$ cat src/rtl/lirq_pkg.sv
package lirq_pkg;
  localparam int unsigned REG_W = 32;

  // Next value of a sticky status vector: clear requested bits, then let
  // events win over the clear.
  function automatic logic [REG_W-1:0] sticky_next(
    input logic [REG_W-1:0] cur,
    input logic [REG_W-1:0] evt,
    input logic [REG_W-1:0] clr
  );
    return (cur & ~clr) | evt;
  endfunction

  // Any pending and enabled cause.
  function automatic logic pending_any(
    input logic [REG_W-1:0] stat,
    input logic [REG_W-1:0] en
  );
    return |(stat & en);
  endfunction
endpackage

$ cat src/rtl/lirq_status.sv
module lirq_status #(
  parameter int unsigned N_SRC = 4
) (
  input  logic             clk,
  input  logic             rst_n,
  input  logic [N_SRC-1:0] evt,
  input  logic [N_SRC-1:0] clr_mask,
  output logic [N_SRC-1:0] stat_q
);
  import lirq_pkg::*;

  logic [REG_W-1:0] nxt_full;

  always_comb begin
    nxt_full = sticky_next(REG_W'(stat_q), REG_W'(evt), REG_W'(clr_mask));
  end

  for (genvar g = 0; g < N_SRC; g++) begin : g_bit
    always_ff @(posedge clk or negedge rst_n) begin
      if (!rst_n) stat_q[g] <= 1'b0;
      else        stat_q[g] <= nxt_full[g];
    end
  end
endmodule

$ cat src/rtl/lirq_ctrl.sv
module lirq_ctrl #(
  parameter int unsigned N_SRC      = 4,
  parameter int unsigned EXT_EN_BIT = 13
) (
  input  logic             clk,
  input  logic             rst_n,
  input  logic             wr,
  input  logic [31:0]      wdata,
  output logic [N_SRC-1:0] en_q,
  output logic             ext_en_q
);
  always_ff @(posedge clk or negedge rst_n) begin
    if (!rst_n) begin
      en_q     <= '0;
      ext_en_q <= 1'b0;
    end else if (wr) begin
      en_q     <= wdata[N_SRC-1:0];
      ext_en_q <= wdata[EXT_EN_BIT];
    end
  end
endmodule

$ cat src/rtl/lirq_ext_sync.sv
module lirq_ext_sync #(
  parameter int unsigned STAGES = 2
) (
  input  logic clk,
  input  logic rst_n,
  input  logic ext_irq_n,
  input  logic ext_en,
  output logic ext_seen,
  output logic host_irq_n
);
  logic [STAGES-1:0] chain_n;

  for (genvar s = 0; s < STAGES; s++) begin : g_stage
    if (s == 0) begin : g_first
      always_ff @(posedge clk or negedge rst_n) begin
        if (!rst_n) chain_n[0] <= 1'b1;
        else        chain_n[0] <= ext_irq_n;
      end
    end else begin : g_next
      always_ff @(posedge clk or negedge rst_n) begin
        if (!rst_n) chain_n[s] <= 1'b1;
        else        chain_n[s] <= chain_n[s-1];
      end
    end
  end

  assign ext_seen   = ~chain_n[STAGES-1];
  assign host_irq_n = ~(ext_seen & ext_en);
endmodule

$ cat src/rtl/lirq_hub.sv
module lirq_hub #(
  parameter int unsigned N_SRC      = 4,
  parameter int unsigned EXT_EN_BIT = 13,
  parameter int unsigned SYNC_DEPTH = 2
) (
  input  logic             clk,
  input  logic             rst_n,
  input  logic [N_SRC-1:0] evt_pulse,
  input  logic             reg_wr,
  input  logic             reg_addr,
  input  logic [31:0]      reg_wdata,
  output logic [31:0]      reg_rdata,
  input  logic             ext_irq_n,
  output logic             local_irq_n,
  output logic             host_irq_n
);
  import lirq_pkg::*;

  localparam logic ADDR_STAT = 1'b0;
  localparam logic ADDR_CTRL = 1'b1;

  // Named internal events, visible to the checker.
  logic             wr_stat;
  logic             wr_ctrl;
  logic [N_SRC-1:0] w1c_mask;
  logic [N_SRC-1:0] stat_q;
  logic [N_SRC-1:0] en_q;
  logic             ext_en;
  logic             ext_seen;
  logic             local_req;

  assign wr_stat  = reg_wr && (reg_addr == ADDR_STAT);
  assign wr_ctrl  = reg_wr && (reg_addr == ADDR_CTRL);
  assign w1c_mask = wr_stat ? reg_wdata[N_SRC-1:0] : '0;

  lirq_status #(.N_SRC(N_SRC)) u_stat (
    .clk      (clk),
    .rst_n    (rst_n),
    .evt      (evt_pulse),
    .clr_mask (w1c_mask),
    .stat_q   (stat_q)
  );

  lirq_ctrl #(.N_SRC(N_SRC), .EXT_EN_BIT(EXT_EN_BIT)) u_ctrl (
    .clk      (clk),
    .rst_n    (rst_n),
    .wr       (wr_ctrl),
    .wdata    (reg_wdata),
    .en_q     (en_q),
    .ext_en_q (ext_en)
  );

  lirq_ext_sync #(.STAGES(SYNC_DEPTH)) u_ext (
    .clk        (clk),
    .rst_n      (rst_n),
    .ext_irq_n  (ext_irq_n),
    .ext_en     (ext_en),
    .ext_seen   (ext_seen),
    .host_irq_n (host_irq_n)
  );

  assign local_req   = pending_any(REG_W'(stat_q), REG_W'(en_q));
  assign local_irq_n = ~local_req;

  always_comb begin
    reg_rdata = '0;
    if (reg_addr == ADDR_STAT) begin
      reg_rdata[N_SRC-1:0] = stat_q;
    end else begin
      reg_rdata[N_SRC-1:0]   = en_q;
      reg_rdata[EXT_EN_BIT]  = ext_en;
    end
  end
endmodule

$ cat config.mk
export PLATFORM = sky130hd
export DESIGN_NAME = lirq_hub
export DESIGN_NICKNAME = d
export VERILOG_FILES = /design/src/rtl/lirq_pkg.sv /design/src/rtl/lirq_status.sv /design/src/rtl/lirq_ctrl.sv /design/src/rtl/lirq_ext_sync.sv /design/src/rtl/lirq_hub.sv
export SDC_FILE = /design/constraint.sdc
export NUM_CORES = 1
export LEC_CHECK = 0
export BUFFER_PORTS_ARGS = -buffer_cell sky130_fd_sc_hd__clkbuf_2
export CORE_MARGIN = 5
export CORE_UTILIZATION = 34
export CTS_CLUSTER_SIZE = 16
export DETAILED_ROUTE_END_ITERATION = 12
export PLACE_DENSITY = 0.87
export RECOVER_POWER = 100
export SLEW_MARGIN = 25
export SYNTH_ARGS = -nofsm -noshare
export SYNTH_HDL_FRONTEND = slang
export SYNTH_SLANG_ARGS = --single-unit
$ cat constraint.sdc
create_clock -name clk -period 1 [get_ports clk]
set_input_delay 0.2 -clock clk [delete_from_list [all_inputs] [get_ports clk]]
set_output_delay 0.2 -clock clk [all_outputs]
set_load 0.02 [all_outputs]
==> summary.txt <==
commonest non-fill, non-tap cell in the layout = conb_1
GPL Wtd Cong = 0.684
Avg Synthesized Cell Area = 11.5 µm²
crit path kind = reg -> out
Final min period = 1.50 ns
status = finished with violations
power share of the sequential group = 0.406
synthesis-to-finish area growth = 33.7%
cell count after synthesis = 62
Layout Utilization = 0.481
switching share of power = 0.320
1st-pass router iterations = 4
total power = 1.31 mW
VDD IR max = 0.628 mV
final wirelength = 1.42 mm
fin crit share = 1.50
Critical Path Source Type = flip-flop
final worst slack = -0.502 ns
setup TNS = -2.24 ns
Top Ports = 75
commonest non-fill, non-tap cells in the layout = 27 x conb_1, 13 x clkbuf_2, 9 x dfrtp_1
endpoints failing hold = 0
largest net degree at the start of global routing = 12
initial cell density of the core = 0.360
FF+latch count, synth = 11
Int Pwr = 0.892 mW
static leakage = 0.498 nW
worst hold path type = in -> reg
global-route wire length before repair = 2.23 mm
register area share after synthesis = 0.389
Power Density = 1380 nW/µm²
CTS tree = built
Clk pwr share = 0.229
Comb pwr share = 0.365
CP arrival = 1.30 ns
synth unique cells = 13
Antenna Violating Nets Remaining = 0
Crit. End Element = output port
clock sinks = 11
reg-to-reg setup timing slack = 0.07 ns
worst skew pair latency = 0.26 ns
clock slew at reported path FFs = 0.07 ns
Fmax = 666 MHz
Via density = 3.86
I/O Buffers = 20
critical path launch point = u_stat.stat_q[1]
CP required = 0.80 ns
gr usage total = 0.0927
Final Skew = 0.0000531 ns
core area = 1980 µm²
Die X = 55.8 µm
total grt overflow = 0
initial antenna violation count = 0
clk buf depth = 2
YS warnings = 0
Worst Setup EP = local_irq_n
sw power = 0.419 mW
DRC viols = 0
die area = 3110 µm²
DR iter-0 viols = 1
CTS buffer count = 3
RSZ-0062 raised after global routing = yes
Setup-failing EPs final = 7
fin. max-slew vios = 0
share of cells above drive strength 1 = 0.505
Site Rows = 16
DR WL/cell = 11.6 µm
ANT cells = 0
hpwl dp = 1.13 mm
r2r endpoint = u_ctrl.en_q[2]
Root Driver = clkbuf_4
launching point of the worst reg2reg path = u_ctrl.en_q[2]
htree depth = 1
number of global-route vias before repair = 482
Worst R2R Path Depth = 2
die height = 55.8 µm
cell area after synthesis = 713 µm²
max-cap violation count = 0
violated checks = negative setup slack
CP Max Fanout = 2
fin nets = 137
routed vias = 471
==> layout make-up <==
| cell class | instances | area, µm² |
|---|---|---|
| Tap cell | 27 | 33.8 |
| Fill cell | 183 | 1030 |
| Timing Repair Buffer | 31 | 254 |
| Sequential cell | 11 | 278 |
| Multi-Input combinational cell | 49 | 362 |
| Clock buffer | 4 | 26.3 |
==> what timing repair did <==
item | in CTS | in global routing
gates resized for setup | 14 | 13
pin swaps | 1 | 1
endpoints found under the setup margin | 7 | 7
setup buffers | 1 | 2
endpoints found under the hold margin | 9 | 0
hold buffers | 1 | 0
==> sequential cells by signal, indices dropped and copies added (netlist names) <==
| signal | cells |
|---|---|
| u_ctrl.en_q | 4 |
| u_ctrl.ext_en_q | 1 |
| u_ext.chain_n | 2 |
| u_stat.stat_q | 4 |
==> power by group through the flow <==
stage	Combinational, mW	Clock, mW	Sequential (mW)
after floorplan	0.334	0	0.528
after global placement	0.365	0	0.531
after detailed placement	0.373	0	0.535
after CTS	0.432	0.309	0.532
after global routing	0.510	0.330	0.541
final	0.479	0.300	0.533
==> how the worst min path moves through the flow <==
stage               from                to  slack (ns)  depth (start not counted)
6_report       ext_irq_n  u_ext.chain_n[0]        0.01                          1
5_1_grt        ext_irq_n  u_ext.chain_n[0]       0.004                          1
4_1_cts        ext_irq_n  u_ext.chain_n[0]       0.007                          1
3_5_place_dp       rst_n   u_ctrl.ext_en_q        0.09                          1
3_3_place_gp       rst_n   u_ctrl.ext_en_q        0.08                          1
2_1_floorplan      rst_n    u_ctrl.en_q[0]        -0.1                          0
==> cells by family (layout without fill, tap and decap cells) <==
family / after synthesis / count (layout) / synth area share
buffers and inverters: 28 / 35 / 0.295
flip-flops: 11 / 11 / 0.389
multiplexers: 9 / 9 / 0.168
AND/OR/NAND/NOR: 7 / 7 / 0.0755
AO/OA/AOI/OAI: 6 / 6 / 0.0667
other: 1 / 27 / 0.00526
==> cells in the mapped netlist, drive strengths merged <==
cell,count,area (µm²)
a21o,4,30.0
a221oi,1,8.76
a22o,1,8.76
and2,1,6.26
buf,28,210
conb,1,3.75
dfrtp,9,225
dfstp,2,52.6
mux2,9,120
nand2,1,11.3
nand2b,1,6.26
nand3b,4,30.0
==> per-layer routing <==
layer | vias to the layer above | share of wire | track usage
met4 | 0 | 0.011 | 0.0521
met2 | 32 | 0.52 | 0.152
met1 | 219 | 0.37 | 0.105
met5 | - | 0 | 0
li1 | 218 | - | -
met3 | 2 | 0.10 | 0.0302
==> critical path, stage by stage (launching register included) <==
cell and delay (ns):
dfrtp_1 0.38, a22o_1 0.26, a221oi_4 0.20, clkbuf_8 0.19
==> per-stage QoR <==
stage | hold slack (ns) | instances | area, µm² | setup slack (ns)
6_report | 0.0113 | 122 | 953 | -0.502
3_5_place_dp | 0.0900 | 114 | 805 | -0.216
3_3_place_gp | 0.0809 | 114 | 805 | -0.211
4_1_cts | 0.00715 | 120 | 911 | -0.503
2_1_floorplan | -0.0956 | 88 | 828 | -0.0981
5_1_grt | 0.00396 | 122 | 953 | -0.574
Power figures use the tool's default switching activity.
